<file path="src/rtl/bridge_pkg.sv">
package bridge_pkg;

    localparam logic [7:0] SYNC_CHAR = 8'h79;
    localparam logic [7:0] ACK_CHAR  = 8'hC3;
    localparam int         FRAME_BITS = 11;

    typedef enum logic [1:0] {
        I2C_START,
        I2C_STOP,
        I2C_XFER
    } i2c_op_e;

    typedef enum logic [3:0] {
        ST_SYNC, ST_DEV, ST_REG, ST_CNT, ST_WDAT,
        ST_START, ST_DEVA, ST_REGA, ST_RSTART, ST_DEVR,
        ST_WR, ST_RD, ST_STOP,
        ST_TXD, ST_TXACK
    } bstate_e;

    function automatic logic even_par(input logic [7:0] b);
        return ^b;
    endfunction

endpackage

</file>
<file path="src/rtl/br_uart_rx.sv">
module br_uart_rx #(
    parameter int CLKS_PER_BIT = 100
) (
    input  logic       clk,
    input  logic       rst,
    input  logic       rxd,
    output logic       valid,
    output logic [7:0] data,
    output logic       err
);
    import bridge_pkg::*;
    localparam int CW   = (CLKS_PER_BIT > 1) ? $clog2(CLKS_PER_BIT) : 1;
    localparam int HALF = CLKS_PER_BIT / 2;

    logic          s1_q, s2_q, act_q, valid_q;
    logic [CW-1:0] cnt_q;
    logic [3:0]    bitn_q;
    logic [9:0]    sh_q;

    always_ff @(posedge clk) begin
        valid_q <= 1'b0;
        if (rst) begin
            s1_q   <= 1'b1;
            s2_q   <= 1'b1;
            act_q  <= 1'b0;
            cnt_q  <= '0;
            bitn_q <= '0;
            sh_q   <= '0;
        end else begin
            s1_q <= rxd;
            s2_q <= s1_q;
            if (!act_q) begin
                if (!s2_q) begin
                    act_q  <= 1'b1;
                    cnt_q  <= CW'(HALF);
                    bitn_q <= '0;
                end
            end else if (cnt_q != '0) begin
                cnt_q <= cnt_q - 1'b1;
            end else begin
                cnt_q <= CW'(CLKS_PER_BIT - 1);
                if (bitn_q == 4'd0) begin
                    if (s2_q) act_q <= 1'b0;
                    else      bitn_q <= 4'd1;
                end else begin
                    sh_q <= {s2_q, sh_q[9:1]};
                    if (bitn_q == 4'(FRAME_BITS - 1)) begin
                        act_q   <= 1'b0;
                        valid_q <= 1'b1;
                    end else begin
                        bitn_q <= bitn_q + 1'b1;
                    end
                end
            end
        end
    end

    assign valid = valid_q;
    assign data  = sh_q[7:0];
    assign err   = (even_par(sh_q[7:0]) != sh_q[8]) || !sh_q[9];

endmodule

</file>
<file path="src/rtl/br_uart_tx.sv">
module br_uart_tx #(
    parameter int CLKS_PER_BIT = 100
) (
    input  logic       clk,
    input  logic       rst,
    input  logic       send,
    input  logic [7:0] data,
    output logic       busy,
    output logic       done,
    output logic       txd
);
    import bridge_pkg::*;
    localparam int CW = (CLKS_PER_BIT > 1) ? $clog2(CLKS_PER_BIT) : 1;

    logic          busy_q, done_q, txd_q;
    logic [CW-1:0] cnt_q;
    logic [3:0]    bitn_q;
    logic [9:0]    sh_q;

    always_ff @(posedge clk) begin
        done_q <= 1'b0;
        if (rst) begin
            busy_q <= 1'b0;
            txd_q  <= 1'b1;
            cnt_q  <= '0;
            bitn_q <= '0;
            sh_q   <= '1;
        end else if (!busy_q) begin
            txd_q <= 1'b1;
            if (send) begin
                sh_q   <= {1'b1, even_par(data), data};
                txd_q  <= 1'b0;
                busy_q <= 1'b1;
                cnt_q  <= CW'(CLKS_PER_BIT - 1);
                bitn_q <= '0;
            end
        end else if (cnt_q != '0) begin
            cnt_q <= cnt_q - 1'b1;
        end else begin
            cnt_q <= CW'(CLKS_PER_BIT - 1);
            if (bitn_q == 4'(FRAME_BITS - 1)) begin
                busy_q <= 1'b0;
                done_q <= 1'b1;
            end else begin
                txd_q  <= sh_q[0];
                sh_q   <= {1'b1, sh_q[9:1]};
                bitn_q <= bitn_q + 1'b1;
            end
        end
    end

    assign busy = busy_q;
    assign done = done_q;
    assign txd  = txd_q;

    p_tx_idle_high_r1: assert property (@(posedge clk) disable iff (rst)
        !busy_q |-> txd_q);

endmodule

</file>
<file path="src/rtl/br_i2c_engine.sv">
module br_i2c_engine #(
    parameter int QTR_CLKS = 25
) (
    input  logic                 clk,
    input  logic                 rst,
    input  logic                 cmd_valid,
    input  bridge_pkg::i2c_op_e  cmd_op,
    input  logic [8:0]           cmd_bits,
    output logic                 busy,
    output logic                 done,
    output logic [8:0]           rx_bits,
    output logic                 scl_out,
    output logic                 sda_out,
    input  logic                 sda_in
);
    import bridge_pkg::*;
    localparam int TW = (QTR_CLKS > 1) ? $clog2(QTR_CLKS) : 1;

    i2c_op_e       op_q;
    logic          busy_q, done_q, scl_q, sda_q;
    logic [TW-1:0] tmr_q;
    logic [1:0]    qtr_q;
    logic [3:0]    bitn_q;
    logic [8:0]    sh_q, rx_q;

    always_ff @(posedge clk) begin
        done_q <= 1'b0;
        if (rst) begin
            op_q   <= I2C_STOP;
            busy_q <= 1'b0;
            scl_q  <= 1'b1;
            sda_q  <= 1'b1;
            tmr_q  <= '0;
            qtr_q  <= '0;
            bitn_q <= '0;
            sh_q   <= '0;
            rx_q   <= '0;
        end else if (!busy_q) begin
            if (cmd_valid) begin
                op_q   <= cmd_op;
                sh_q   <= cmd_bits;
                busy_q <= 1'b1;
                tmr_q  <= TW'(QTR_CLKS - 1);
                qtr_q  <= '0;
                bitn_q <= '0;
            end
        end else if (tmr_q != '0) begin
            tmr_q <= tmr_q - 1'b1;
        end else begin
            tmr_q <= TW'(QTR_CLKS - 1);
            qtr_q <= qtr_q + 1'b1;
            case (qtr_q)
                2'd0: sda_q <= (op_q == I2C_START) ? 1'b1 :
                               (op_q == I2C_STOP)  ? 1'b0 : sh_q[8];
                2'd1: scl_q <= 1'b1;
                2'd2: begin
                    if (op_q == I2C_START)     sda_q <= 1'b0;
                    else if (op_q == I2C_STOP) sda_q <= 1'b1;
                    else                       rx_q  <= {rx_q[7:0], sda_in};
                end
                default: begin
                    if (op_q != I2C_STOP) scl_q <= 1'b0;
                    if (op_q == I2C_XFER && bitn_q != 4'd8) begin
                        sh_q   <= {sh_q[7:0], 1'b0};
                        bitn_q <= bitn_q + 1'b1;
                    end else begin
                        busy_q <= 1'b0;
                        done_q <= 1'b1;
                    end
                end
            endcase
        end
    end

    assign busy    = busy_q;
    assign done    = done_q;
    assign rx_bits = rx_q;
    assign scl_out = scl_q;
    assign sda_out = sda_q;

    // data moves under a high clock only for START or STOP
    p_sda_hold_r9: assert property (@(posedge clk) disable iff (rst)
        (scl_q && $past(scl_q) && (sda_q != $past(sda_q))) |-> (op_q != I2C_XFER));

    // bus released once a STOP has finished
    p_bus_released_r10: assert property (@(posedge clk) disable iff (rst)
        (!busy_q && op_q == I2C_STOP) |-> (scl_q && sda_q));

endmodule

</file>
<file path="src/rtl/uart_i2c_bridge.sv">
module uart_i2c_bridge #(
    parameter int CLKS_PER_BIT = 100,
    parameter int QTR_CLKS     = 25,
    parameter int MAX_BYTES    = 8
) (
    input  logic clk,
    input  logic rst,
    input  logic uart_rxd,
    output logic uart_txd,
    input  logic cmd_only,
    output logic scl_out,
    output logic sda_out,
    input  logic sda_in
);
    import bridge_pkg::*;
    localparam int         IW    = (MAX_BYTES > 1) ? $clog2(MAX_BYTES) : 1;
    localparam logic [7:0] MAXB8 = 8'(MAX_BYTES);

    logic       rx_valid, rx_err, tx_busy, tx_done, tx_send;
    logic [7:0] rx_data, tx_byte;
    logic       eng_valid, eng_busy, eng_done;
    i2c_op_e    eng_op;
    logic [8:0] eng_bits, eng_rx;

    bstate_e       state_q;
    logic [7:0]    dev_q, reg_q, cnt_q;
    logic [IW-1:0] idx_q;
    logic          issued_q, nack_q, mode_q;
    logic [7:0]    buf_q [MAX_BYTES];

    wire is_rd    = dev_q[0];
    wire last     = (8'(idx_q) == cnt_q - 8'd1);
    wire bus_ph   = (state_q >= ST_START) && (state_q <= ST_STOP);
    wire tx_ph    = (state_q == ST_TXD) || (state_q == ST_TXACK);
    wire peer_nak = eng_rx[0];

    br_uart_rx #(.CLKS_PER_BIT(CLKS_PER_BIT)) u_rx (
        .clk(clk), .rst(rst), .rxd(uart_rxd),
        .valid(rx_valid), .data(rx_data), .err(rx_err));

    br_uart_tx #(.CLKS_PER_BIT(CLKS_PER_BIT)) u_tx (
        .clk(clk), .rst(rst), .send(tx_send), .data(tx_byte),
        .busy(tx_busy), .done(tx_done), .txd(uart_txd));

    br_i2c_engine #(.QTR_CLKS(QTR_CLKS)) u_eng (
        .clk(clk), .rst(rst), .cmd_valid(eng_valid), .cmd_op(eng_op),
        .cmd_bits(eng_bits), .busy(eng_busy), .done(eng_done),
        .rx_bits(eng_rx), .scl_out(scl_out), .sda_out(sda_out), .sda_in(sda_in));

    always_comb begin
        eng_op   = I2C_XFER;
        eng_bits = {dev_q, 1'b1};
        case (state_q)
            ST_START, ST_RSTART: eng_op = I2C_START;
            ST_STOP:             eng_op = I2C_STOP;
            ST_DEVA:  eng_bits = {(mode_q ? dev_q : {dev_q[7:1], 1'b0}), 1'b1};
            ST_REGA:  eng_bits = {reg_q, 1'b1};
            ST_WR:    eng_bits = {buf_q[idx_q], 1'b1};
            ST_RD:    eng_bits = {8'hFF, last};
            default:  eng_bits = {dev_q, 1'b1};
        endcase
    end

    assign eng_valid = bus_ph && !issued_q && !eng_busy;
    assign tx_send   = tx_ph && !issued_q && !tx_busy;
    assign tx_byte   = (state_q == ST_TXACK) ? ACK_CHAR : buf_q[idx_q];

    always_ff @(posedge clk) begin
        if (rst) begin
            state_q  <= ST_SYNC;
            dev_q    <= '0;
            reg_q    <= '0;
            cnt_q    <= '0;
            idx_q    <= '0;
            issued_q <= 1'b0;
            nack_q   <= 1'b0;
            mode_q   <= 1'b0;
        end else begin
            if (eng_valid || tx_send) issued_q <= 1'b1;
            if (eng_done || tx_done)  issued_q <= 1'b0;
            case (state_q)
                ST_SYNC: if (rx_valid && !rx_err && rx_data == SYNC_CHAR) state_q <= ST_DEV;
                ST_DEV, ST_REG, ST_CNT, ST_WDAT: if (rx_valid) begin
                    if (rx_err) state_q <= ST_SYNC;
                    else case (state_q)
                        ST_DEV: begin dev_q <= rx_data; state_q <= ST_REG; end
                        ST_REG: begin reg_q <= rx_data; state_q <= ST_CNT; end
                        ST_CNT: begin
                            cnt_q  <= rx_data;
                            idx_q  <= '0;
                            nack_q <= 1'b0;
                            mode_q <= cmd_only;
                            if (rx_data == 8'd0 || rx_data > MAXB8) state_q <= ST_SYNC;
                            else state_q <= is_rd ? ST_START : ST_WDAT;
                        end
                        default: begin
                            buf_q[idx_q] <= rx_data;
                            if (last) begin idx_q <= '0; state_q <= ST_START; end
                            else idx_q <= idx_q + 1'b1;
                        end
                    endcase
                end
                ST_START:  if (eng_done) state_q <= ST_DEVA;
                ST_RSTART: if (eng_done) state_q <= ST_DEVR;
                ST_DEVA, ST_REGA, ST_DEVR: if (eng_done) begin
                    if (peer_nak) begin nack_q <= 1'b1; state_q <= ST_STOP; end
                    else if (state_q == ST_DEVA && !mode_q) state_q <= ST_REGA;
                    else if (state_q == ST_REGA && is_rd)   state_q <= ST_RSTART;
                    else state_q <= is_rd ? ST_RD : ST_WR;
                end
                ST_WR: if (eng_done) begin
                    if (peer_nak) begin nack_q <= 1'b1; state_q <= ST_STOP; end
                    else if (last) state_q <= ST_STOP;
                    else idx_q <= idx_q + 1'b1;
                end
                ST_RD: if (eng_done) begin
                    buf_q[idx_q] <= eng_rx[8:1];
                    if (last) state_q <= ST_STOP;
                    else idx_q <= idx_q + 1'b1;
                end
                ST_STOP: if (eng_done) begin
                    idx_q   <= '0;
                    state_q <= nack_q ? ST_SYNC : (is_rd ? ST_TXD : ST_TXACK);
                end
                ST_TXD: if (tx_done) begin
                    if (last) state_q <= ST_TXACK;
                    else idx_q <= idx_q + 1'b1;
                end
                default: if (tx_done) state_q <= ST_SYNC;
            endcase
        end
    end

    // while a packet is still arriving the bus engine stays idle
    p_quiet_parse_r3: assert property (@(posedge clk) disable iff (rst)
        (state_q <= ST_WDAT) |-> !eng_busy);

    // only a usable count ever reaches payload collection or the bus
    p_count_range_r4: assert property (@(posedge clk) disable iff (rst)
        (state_q >= ST_WDAT) |-> (cnt_q != 8'd0 && cnt_q <= MAXB8));

endmodule

</file>
<file path="config.mk">
export PLATFORM = sky130hd
export DESIGN_NAME = uart_i2c_bridge
export DESIGN_NICKNAME = d
export VERILOG_FILES = /design/src/rtl/bridge_pkg.sv /design/src/rtl/br_uart_rx.sv /design/src/rtl/br_uart_tx.sv /design/src/rtl/br_i2c_engine.sv /design/src/rtl/uart_i2c_bridge.sv
export SDC_FILE = /design/constraint.sdc
export NUM_CORES = 1
export LEC_CHECK = 0
export BUFFER_PORTS_ARGS = -buffer_cell sky130_fd_sc_hd__buf_2
export CORE_ASPECT_RATIO = 1.25
export CORE_MARGIN = 1
export CORE_UTILIZATION = 32
export CTS_CLUSTER_DIAMETER = 100
export DETAILED_ROUTE_END_ITERATION = 6
export PLACE_DENSITY = 0.47
export SYNTH_ARGS = -nofsm -noshare
export SYNTH_HDL_FRONTEND = slang
export SYNTH_HIERARCHICAL = 1
export SYNTH_SLANG_ARGS = --single-unit
</file>
<file path="constraint.sdc">
create_clock -name clk -period 2.8 [get_ports clk]
set_input_delay 0.42 -clock clk [delete_from_list [all_inputs] [get_ports clk]]
set_output_delay 0.42 -clock clk [all_outputs]
set_load 0.05 [all_outputs]
</file>
==> qor.csv, run 1 <==
stage;metric;value;unit
place;Cell Area, Placed;9870;um2
cells_and_area;Non-Filler Cell Area, Final;10500;um2
synthesis;Synth area leader;dfxtp_1;
cts;root buf cell;clkbuf_16;
grt;GRT Total Usage;16.6;%
place;gpl congestion;0.842;
setup_path;Crit-path slowest cell;dfxtp_1;
cells_and_area;P&R area growth vs syn;13.0;%
setup_path;CP peak stage delay;0.43;ns
floorplan;row count;69;
setup_path;worst path cell trace;inv_1 -> ha_1 -> xnor2_1 -> nor4_1 -> nand4_2 -> nor2_2 -> inv_2 -> ha_1 -> nor2_1 -> a221oi_1 -> a211oi_1;
sta;Setup-failing EPs final;0;
floorplan;IO Count;8;
route;DR WL/cell;17.7;um
synthesis;Syn Nets;948;
grt;initial antenna violation count;0;
place;I/O Buffers;7;
grt;global-route wire length before repair;37900;um
cts;Longest Clk Path Bufs;2;
cts;CTS Sinks;184;
floorplan;die height;192;um
setup_path;Critical path origin;cnt_q[0]$_SDFFE_PP0P_;
setup_path;WS Path Type;register to register;
route;DRT Pass-1 Iters;4;
cts;Max H-tree Level;4;
synthesis;synth top area cells;dfxtp_1 26%, edfxtp_1 21%, mux2i_1 5.1%, nor2_1 4.3%, mux4_2 3.9%;
synthesis;distinct cell type count of the synthesized netlist;92;
setup_path;Worst setup EP type;register;
place;Setup WS pre-CTS;0.161;ns
sta;final hold viol count;0;
synthesis;asr flop ratio synth;0;%
floorplan;die span in x;154;um
synthesis;post-synth top area share;25.9;%
cells_and_area;nets;965;
setup_path;Arr. time, crit path;2.92;ns
power_and_ir_drop;total power;6.44;mW
route;via count;6832;
sta;RSZ-0062 raised after global routing;false;
worst_hold_path;Hold WC Path Type;primary input to register;
sta;worst slew pin tran;0.746;ns
synthesis;EDFF count, synth;64;
sta;Max Clock Skew;0.00983;ns
power_and_ir_drop;Max VDD drop;0.305;mV
synthesis;Yosys reg bits;184;
cts;cts bufs inserted;17;
worst_hold_path;HP Start;uart_rxd;
cells_and_area;final core occ;36.8;%
synthesis;Netlist Area Pre-Place;9270;um2
cts;Clock transition at path regs;0.07;ns
setup_path;Top delay family on crit path;simple AND/OR/NAND/NOR gates;
setup_path;CP Data Required Time;3.12;ns
floorplan;core area;28500;um2
setup_path;Most common cell on crit path;ha_1;
route;Starting DRT DRC Count;448;
cells_and_area;ant diodes;0;
sta;relative slew slack;50.1;%
route;Detailed Route WL;23200;um
route;DR vias/cell;5.22;
cts;CTS tree;built;
sta;Slew Viols, Final;0;
outcome;run status;finished clean;
sta;post-layout minimum cycle time;2.60;ns
synthesis;sequential-to-total area share from yosys stat;46.7;%
cells_and_area;leading cell type in the layout, fill and taps excluded;dfxtp_1;
place;Final HPWL DP;16400;um
synthesis;Main synth FF type;dfxtp_1;
cells_and_area;layout cells sized above 1;15.4;%
setup_path;buffers and inverters on the worst path;2;
sta;Fin Setup TNS;0;ns
sta;f_max;0.384;GHz
sta;Final Cycle Share;93.0;%
cts;Post-CTS Setup Inserts;0;
cts;count of hold-fix buffers inserted at cts;0;
cells_and_area;most frequent cells in the layout;120 x dfxtp_1, 105 x nor2_1, 64 x edfxtp_1;
job;number of max-cap violations;0;
floorplan;die area;29700;um2
grt;vias in the first global route;6774;
grt;pin count of the biggest net entering global routing;113;
sta;final worst slack;0.197;ns
grt;grt ovf;0;
setup_path;crit-path max FO;6;
power_and_ir_drop;Leakage;3.82;nW
cts;Worst-Skew Late Latency;0.44;ns
power_and_ir_drop;PwrDens;615;nW/um2
route;post-route ant nets;0;
synthesis;Syn. warnings;6;
floorplan;starting density of the core;32.5;%
synthesis;Post-Synthesis Cells;924;
setup_path;Reg-to-Reg Start;cnt_q[0]$_SDFFE_PP0P_;
synthesis;syn avg cell area;10.0;um2
route;DRC Markers;0;
setup_path;nature of the critical path startpoint;register;
path summary, 6_finish.rpt:
check / slack (ns) / endpoint / depth (start not counted)
setup / recovery: 0.20 / register / 11
hold / removal: 0.16 / u_rx/s1_q$_SDFF_PP1_ / 2
setup reg to reg: 0.20 / register / 11
hold reg to reg: 0.41 / u_rx/s2_q$_SDFF_PP1_ / 1
sequential cells by signal (all words and copies together) (netlist names), 5 cells and up, named ones only:
signal         cells
u_eng/rx_bits      9
u_tx/sh_q          9
u_rx/sh_q         10
u_eng/sh_q         9
u_tx/cnt_q         7
reg_q              8
u_rx/cnt_q         7
cnt_q              8
buf_q             64
dev_q              8
u_eng/tmr_q        5
metrics by stage:
stage                     hold WS, ns  cells
after floorplan                 0.389    924
after global placement          0.396   1277
after detailed placement        0.399   1277
after CTS                       0.145   1309
after global routing            0.154   1309
final                           0.161   1309
report_power, final:
group	switching [mW]	internal, mW	total (mW)
logic	0.678	0.448	1.13
clock network	1.08	1.34	2.41
registers	0.0958	2.81	2.90
total	1.85	4.59	6.44
synth_stat cells (8+ instances only):
cell and count:
ha_1 19, a221oi_1 9, nand2_1 48, a21oi_1 47, edfxtp_1 64, and2_1 8, nand3_1 24, mux4_2 16
nor2_1 105, o22ai_1 12, buf_4 8, mux2i_1 47, nand4_1 8, inv_1 44, o21ai_0 35, dfxtp_1 120
nor3_1 29, a211oi_1 25, buf_2 12, clkbuf_1 30, nor2b_1 18, xnor2_1 18, mux2_2 10, o21bai_1 9
nand2b_1 12
worst reg2reg max path: stages, from the launching register on:
cell,delay [ns]
dfxtp_1,0.43
inv_1,0.07
ha_1,0.30
xnor2_1,0.14
nor4_1,0.26
nand4_2,0.20
nor2_2,0.23
inv_2,0.10
ha_1,0.28
nor2_1,0.09
a221oi_1,0.08
a211oi_1,0.32
what timing repair did:
item,in CTS,in global routing
endpoints found under the setup margin,0,34
resized for setup,0,3
hold endpoints to repair,0,0
routing by layer:
metal | vias to the layer above | global-route usage, % | share of wire, %
li1 | 3412 | - | -
met3 | 26 | 2.78 | 2.4
met1 | 3305 | 19.9 | 44
met5 | - | 0 | 0
met2 | 89 | 30.1 | 52
met4 | 0 | 5.27 | 1.5
cell type report:
type | instances | area, um2
fill | 2852 | 18000
multi-input combinational | 636 | 4510
sequential | 184 | 4320
clock buffer | 21 | 482
tap | 355 | 444
timing repair buffer | 56 | 430
inverter | 46 | 173
clock inverter | 11 | 110
kinds of logic (layout without fill, tap and decap cells):
logic type | after synthesis | after routing | synth area share (%)
mux | 73 | 73 | 10.2
simple gates | 313 | 313 | 17.6
flops | 184 | 184 | 46.7
buf+inv | 104 | 134 | 4.94
compound gates | 207 | 207 | 15.6
fa+ha+maj | 19 | 19 | 2.56
xor+xnor | 24 | 24 | 2.42
Note: power is estimated with default switching activity, not from simulation.
==> inputs of run 2 (changes only) <==
--- a/config.mk
+++ b/config.mk
@@ -6,11 +6,11 @@
 export NUM_CORES = 1
 export LEC_CHECK = 0
-export BUFFER_PORTS_ARGS = -buffer_cell sky130_fd_sc_hd__buf_2
 export CORE_ASPECT_RATIO = 1.25
-export CORE_MARGIN = 1
+export CORE_MARGIN = 4
 export CORE_UTILIZATION = 32
 export CTS_CLUSTER_DIAMETER = 100
 export DETAILED_ROUTE_END_ITERATION = 6
-export PLACE_DENSITY = 0.47
+export DONT_BUFFER_PORTS = 1
+export PLACE_DENSITY = 0.46
 export SYNTH_ARGS = -nofsm -noshare
 export SYNTH_HDL_FRONTEND = slang
==> constraint.sdc (replaced) <==
create_clock -name clk -period 2.8 [get_ports clk]
set_input_delay 0.28 -clock clk [delete_from_list [all_inputs] [get_ports clk]]
set_output_delay 0.28 -clock clk [all_outputs]
set_load 0.05 [all_outputs]
==> run 2 against run 1 <==
  * Critical path depth unchanged
  * Register-to-register slack about the same
  * Cell area decreased by 0.24%
  * Clock skew about the same
  * Die area increased by 7.1%
  * Non-clock buffer count decreased by 2
  * Flip-flop and latch count unchanged
==> qor.csv, run 2 (synthesized netlist as in run 1, its figures left out) <==
stage;metric;value;unit;change
outcome;run status;finished clean;;
grt;pin count of the biggest net entering global routing;100;;-12%
cells_and_area;final cell count without fillers;1307;;-0.15%
cells_and_area;most frequent cells in the layout;120 x dfxtp_1, 105 x nor2_1, 64 x edfxtp_1;;
floorplan;die span in x;160;um;+3.9%
sta;Setup-failing EPs final;0;;unchanged
cells_and_area;area occupied by multi-input gates;4520;um2;+0.17%
route;DRC Markers;0;;unchanged
cts;root buf cell;clkbuf_16;;
power_and_ir_drop;Max VDD drop;0.319;mV;+4.6%
worst_hold_path;hold path cells;2;;unchanged
place;Final HPWL DP;16600;um;+1.2%
route;Detailed Route WL;24000;um;+3.3%
floorplan;core area;28500;um2;unchanged
setup_path;nature of the critical path startpoint;register;;
sta;Max Clock Skew;0.0102;ns;+0.000361 ns
grt;GRT Total Usage;15.6;%;-1.0 points
cells_and_area;Top Registers;buf_q x64, u_rx/sh_q x10;;
cts;cts bufs inserted;17;;unchanged
cts;Longest Clk Path Bufs;2;;unchanged
setup_path;WS Path Type;register to register;;
place;I/O Buffers;0;;-7
route;DR WL/cell;18.3;um;+3.5%
cells_and_area;layout cells sized above 1;15.0;%;-0.39 points
sta;f_max;0.382;GHz;-0.44%
setup_path;crit-path max FO;13;;+7
setup_path;Top delay family on crit path;compound AO/OA/AOI/OAI gates;;
setup_path;buffers and inverters on the worst path;1;;-1
sta;relative slew slack;51.1;%;+0.96 points
floorplan;IO Count;8;;unchanged
cells_and_area;Filler cells;2890;;+1.3%
worst_hold_path;HP Start;rst;;
floorplan;die height;198;um;+3.1%
place;Cell Area, Placed;9830;um2;-0.43%
route;Starting DRT DRC Count;390;;-13%
job;number of max-cap violations;0;;unchanged
sta;worst slew pin tran;0.731;ns;-0.0146 ns
place;gpl congestion;0.851;;+1.0%
grt;grt ovf;0;;unchanged
sta;post-layout minimum cycle time;2.61;ns;+0.0116 ns
cells_and_area;leading cell type in the layout, fill and taps excluded;dfxtp_1;;
setup_path;worst path cell trace;xor2_1 -> xnor3_1 -> xnor2_1 -> nand2_1 -> nor2b_1 -> buf_4 -> nand2_1 -> o211ai_1 -> o2bb2ai_1 -> o31ai_1 -> a32o_1;;
floorplan;row count;69;;unchanged
grt;vias in the first global route;6851;;+1.1%
cts;Clock transition at path regs;0.07;ns;about the same
worst_hold_path;Hold EP;u_tx/bitn_q[2]$_SDFFE_PP0P_;;
sta;final hold viol count;0;;unchanged
floorplan;die area;31800;um2;+7.1%
worst_hold_path;Hold WC Path Type;primary input to register;;
cells_and_area;nets;963;;-0.21%
setup_path;Reg-to-Reg Start;u_rx/sh_q[6]$_SDFFE_PP0P_;;
place;Inst Count DP;1271;;-0.47%
cts;Max H-tree Level;4;;unchanged
setup_path;Worst setup EP type;register;;
setup_path;CP Data Required Time;3.13;ns;about the same
sta;Fin Setup TNS;0;ns;unchanged
cts;CTS Sinks;184;;unchanged
route;post-route ant nets;0;;unchanged
floorplan;starting density of the core;32.5;%;unchanged
grt;global-route wire length before repair;38900;um;+2.7%
cts;Worst-Skew Late Latency;0.44;ns;about the same
cts;CTS tree;built;;
cts;Post-CTS Setup Inserts;0;;unchanged
power_and_ir_drop;PwrDens;602;nW/um2;-2.2%
setup_path;CP peak stage delay;0.43;ns;about the same
setup_path;reg-to-reg slack, setup;0.19;ns;about the same
setup_path;Most common cell on crit path;nand2_1;;
cells_and_area;flip-flop count of the largest register after layout;64;;unchanged
power_and_ir_drop;Leakage;3.80;nW;-0.46%
setup_path;Crit-path slowest cell;xnor3_1;;
grt;initial antenna violation count;0;;unchanged
sta;Final Cycle Share;93.4;%;+0.41 points
sta;Slew Viols, Final;0;;unchanged
cells_and_area;Non-Filler Cell Area, Final;10400;um2;-0.24%
setup_path;R2R Path End;state_q[0]$_SDFFE_PP0P_;;
cells_and_area;largest reg by FF count;buf_q;;
cells_and_area;P&R area growth vs syn;12.7;%;
setup_path;R2R cell count;11;;unchanged
route;DR vias/cell;5.21;;-0.20%
cells_and_area;FF/Latch Area;4320;um2;unchanged
cells_and_area;ant diodes;0;;unchanged
route;via count;6808;;-0.35%
route;DRT Pass-1 Iters;5;;+1
setup_path;Arr. time, crit path;2.94;ns;+0.02 ns
-- run 2: cell types whose count changed in the layout (fill, tap and decap cells not counted), moves of 2 or more --
cell / delta
buf_2: -6
clkbuf_8: -2
dlygate4sd3_1: +3
inv_6: +2
-- run 2: metal layers --
metal	routed length, um	part of all wire (%)	track usage, %	up-vias
li1	-	-	-	3412
met1	10500	44	18.6	3260
met2	12300	51	28.3	107
met3	705	2.9	3.10	29
met4	464	1.9	4.69	0
met5	0	0	0	-
-- run 2: metrics by stage --
step	hold WS [ns]	worst slack (ns)	utilization, %	power, mW
finish	0.0368	0.185	36.7	6.29
global route	0.0363	-0.0295	36.7	6.61
CTS	0.0205	0.0817	36.6	6.37
detailed placement	0.368	0.143	34.5	4.02
global placement	0.387	0.0979	34.5	4.03
floorplan	0.384	0.144	-	3.75
-- run 2: worst max path at each step --
stage | endpoint | slack (ns) | startpoint | cells past startpoint
after floorplan | buf_q[3][0]$_DFFE_PP_ | 0.14 | u_rx/sh_q[6]$_SDFFE_PP0P_ | 10
after global placement | register | 0.1 | cnt_q[0]$_SDFFE_PP0P_ | 11
after detailed placement | register | 0.14 | cnt_q[0]$_SDFFE_PP0P_ | 11
after CTS | idx_q[0]$_SDFFE_PP0P_ | 0.08 | cnt_q[0]$_SDFFE_PP0P_ | 11
after global routing | idx_q[0]$_SDFFE_PP0P_ | -0.03 | cnt_q[0]$_SDFFE_PP0P_ | 11
final | state_q[0]$_SDFFE_PP0P_ | 0.19 | u_rx/sh_q[6]$_SDFFE_PP0P_ | 11
-- run 2: report_power, final --
group / internal [mW] / switching, mW / total, mW
Combinational: 0.435 / 0.646 / 1.08
Sequential: 2.81 / 0.112 / 2.92
Clock: 1.16 / 1.13 / 2.29
-- run 2: cell type report --
cell class	count	share of cell area [%]
Multi-Input combinational cell	636	43.2
Sequential cell	184	41.4
Timing Repair Buffer	54	4.26
Tap cell	355	4.25
Clock buffer	18	4.11
Inverter	46	1.65
Clock inverter	14	1.10
-- run 2: worst reg2reg max path, cell delays in order, from the launching register on --
cell and delay (ns):
dfxtp_1 0.34, xor2_1 0.16, xnor3_1 0.43, xnor2_1 0.16, nand2_1 0.09, nor2b_1 0.15
buf_4 0.21, nand2_1 0.07, o211ai_1 0.22, o2bb2ai_1 0.25, o31ai_1 0.14, a32o_1 0.28
-- run 2: repair_timing --
action                     in CTS  in global routing
setup endpoints to repair       0                 23
gates resized for setup         0                  3
hold buffers                    4                  0
hold endpoints to repair      100                  0
==> inputs of run 3 (changes only) <==
Settings changed: MAX_ROUTING_LAYER from default to met4.
==> run 3 against run 2 <==
  * Clock power barely moved
  * First-iteration DRC count is 1.8% higher
  * Cell area did not move
  * Sequential share of layout area stayed put
  * Final cell count unchanged
  * Clock-buffer cell count unchanged
  * Critical endpoint unchanged
  * Largest power group unchanged
==> qor.csv, run 3 (synthesized netlist as in run 1, its figures left out) <==
stage;metric;value;unit;change
outcome;run status;finished clean;;
route;DRC Markers;0;;unchanged
route;met2 routed WL;12300;um;about the same
setup_path;worst path cell trace;xor2_1 -> xnor3_1 -> xnor2_1 -> nand2_1 -> nor2b_1 -> buf_4 -> nand2_1 -> o211ai_1 -> o2bb2ai_1 -> o31ai_1 -> a32o_1;;
grt;GRT Total Usage;16.0;%;+0.47 points
worst_hold_path;Hold WC Path Type;primary input to register;;
sta;final hold viol count;0;;unchanged
place;gpl congestion;0.864;;+1.6%
cts;root buf cell;clkbuf_16;;
setup_path;CP Data Required Time;3.13;ns;about the same
grt;vias in the first global route;6851;;unchanged
sta;Slew Viols, Final;0;;unchanged
cells_and_area;ant diodes;0;;unchanged
cells_and_area;leading cell type in the layout, fill and taps excluded;dfxtp_1;;
setup_path;Crit-path slowest cell;xnor3_1;;
cts;Max H-tree Level;4;;unchanged
cells_and_area;layout cells sized above 1;15.0;%;unchanged
route;DR vias/cell;5.22;;+0.21%
cells_and_area;Top Registers;buf_q x64, u_rx/sh_q x10;;
grt;grt ovf;0;;unchanged
setup_path;termination of the worst setup path;state_q[0]$_SDFFE_PP0P_;;
route;Starting DRT DRC Count;397;;+1.8%
cells_and_area;FF/Latch Area;4320;um2;unchanged
power_and_ir_drop;PwrDens;602;nW/um2;about the same
sta;Setup-failing EPs final;0;;unchanged
setup_path;Critical path origin;u_rx/sh_q[6]$_SDFFE_PP0P_;;
cells_and_area;largest reg by FF count;buf_q;;
route;top sig layer;met4;;
cells_and_area;most frequent cells in the layout;120 x dfxtp_1, 105 x nor2_1, 64 x edfxtp_1;;
power_and_ir_drop;Max VDD drop;0.317;mV;-0.61%
route;DRT Pass-1 Iters;5;;unchanged
cts;cts bufs inserted;17;;unchanged
job;number of max-cap violations;0;;unchanged
cells_and_area;flip-flop count of the largest register after layout;64;;unchanged
place;Cell Area, Placed;9830;um2;unchanged
place;I/O Buffers;0;;unchanged
floorplan;die span in x;160;um;unchanged
cts;Longest Clk Path Bufs;2;;unchanged
floorplan;die height;198;um;unchanged
floorplan;IO Count;8;;unchanged
setup_path;crit-path max FO;13;;unchanged
power_and_ir_drop;Leakage;3.80;nW;unchanged
cells_and_area;Filler cells;2890;;unchanged
setup_path;CP peak stage delay;0.43;ns;about the same
route;post-route ant nets;0;;unchanged
cts;Clock transition at path regs;0.07;ns;about the same
grt;global-route wire length before repair;38900;um;unchanged
sta;Max Clock Skew;0.0131;ns;+0.00295 ns
floorplan;starting density of the core;32.5;%;unchanged
setup_path;R2R cell count;11;;unchanged
sta;relative slew slack;49.9;%;-1.2 points
sta;post-layout minimum cycle time;2.61;ns;-0.00321 ns
place;Final HPWL DP;16600;um;unchanged
route;via count;6822;;+0.21%
sta;worst slew pin tran;0.749;ns;+0.0178 ns
setup_path;Worst setup EP type;register;;
sta;f_max;0.383;GHz;+0.12%
route;met1 WL;10500;um;+0.35%
route;met3 wire len;713;um;+1.1%
floorplan;die area;31800;um2;unchanged
cts;Worst-Skew Late Latency;0.44;ns;about the same
setup_path;Most common cell on crit path;nand2_1;;
cts;CTS tree;built;;
cells_and_area;final core occ;36.7;%;unchanged
setup_path;reg-to-reg slack, setup;0.19;ns;about the same
cts;CTS Sinks;184;;unchanged
floorplan;core area;28500;um2;unchanged
cts;Post-CTS Setup Inserts;0;;unchanged
cells_and_area;nets;963;;unchanged
grt;pin count of the biggest net entering global routing;100;;unchanged
sta;Final Cycle Share;93.3;%;-0.11 points
cells_and_area;area occupied by multi-input gates;4520;um2;unchanged
route;DR WL/cell;18.4;um;+0.18%
setup_path;nature of the critical path startpoint;register;;
setup_path;WS Path Type;register to register;;
cells_and_area;Non-Filler Cell Area, Final;10400;um2;unchanged
setup_path;R2R Path End;state_q[0]$_SDFFE_PP0P_;;
cells_and_area;P&R area growth vs syn;12.7;%;unchanged
setup_path;Arr. time, crit path;2.94;ns;about the same
grt;initial antenna violation count;0;;unchanged
floorplan;row count;69;;unchanged
setup_path;Reg-to-Reg Start;u_rx/sh_q[6]$_SDFFE_PP0P_;;
route;Detailed Route WL;24000;um;+0.18%
-- run 3: cell counts in the layout (fill, tap and decap cells not counted) --
Identical to the previous run, type by type.
-- run 3: per-layer routing --
layer	GRT usage, %	up-vias
li1	-	3416
met1	18.7	3275
met2	28.2	98
met3	3.10	33
met4	4.69	0
met5	-	-
-- run 3: cell type report --
class                   instances  area share [%]
flip-flops and latches        184            41.4
well taps                     355            4.25
multi-input cells             636            43.2
clock buffers                  18            4.11
clock inverters                14            1.10
repair buffers                 54            4.26
inverters                      46            1.65
-- run 3: power by group --
group          switching, mW  total [mW]  internal [mW]  leakage, nW
combinational          0.648        1.08          0.435         1.97
sequential             0.112        2.92           2.81         1.56
clock                   1.13        2.28           1.16        0.266
total                   1.89        6.29           4.40         3.80
-- run 3: per-stage QoR --
step / setup slack (ns) / instances / power (mW) / TNS, ns / hold WS [ns]
4_1_cts: 0.0817 / 1307 / 6.37 / 0 / 0.0205
6_report: 0.189 / 1307 / 6.29 / 0 / 0.0362
3_5_place_dp: 0.143 / 1271 / 4.02 / 0 / 0.368
5_1_grt: -0.0296 / 1307 / 6.61 / -0.0590 / 0.0364
3_3_place_gp: 0.0979 / 1271 / 4.03 / 0 / 0.387
2_1_floorplan: 0.144 / 924 / 3.75 / 0 / 0.384
-- run 3: worst max-delay path, delay by kind of cell, from the launching register on --
kind,cells,cell delay (ns)
flip-flops,1,0.34
buffers and inverters,1,0.21
XOR/XNOR,3,0.75
AO/OA/AOI/OAI,4,0.87
AND/OR/NAND/NOR,3,0.31
-- run 3: repair_timing --
action / CTS / global route
hold endpoints to repair: 100 / 0
hold buffers: 4 / 0
endpoints found under the setup margin: 0 / 23
gates resized for setup: 0 / 3
-- run 3: worst min-delay path by stage --
stage / startpoint / endpoint / slack [ns] / depth (start not counted)
floorplan: uart_rxd / u_rx/s1_q$_SDFF_PP1_ / 0.38 / 1
global placement: uart_rxd / u_rx/s1_q$_SDFF_PP1_ / 0.39 / 1
detailed placement: rst / u_rx/cnt_q[3]$_SDFFE_PP0P_ / 0.37 / 1
CTS: rst / u_tx/bitn_q[2]$_SDFFE_PP0P_ / 0.02 / 2
global route: rst / u_tx/bitn_q[2]$_SDFFE_PP0P_ / 0.04 / 2
finish: rst / u_tx/bitn_q[2]$_SDFFE_PP0P_ / 0.04 / 2
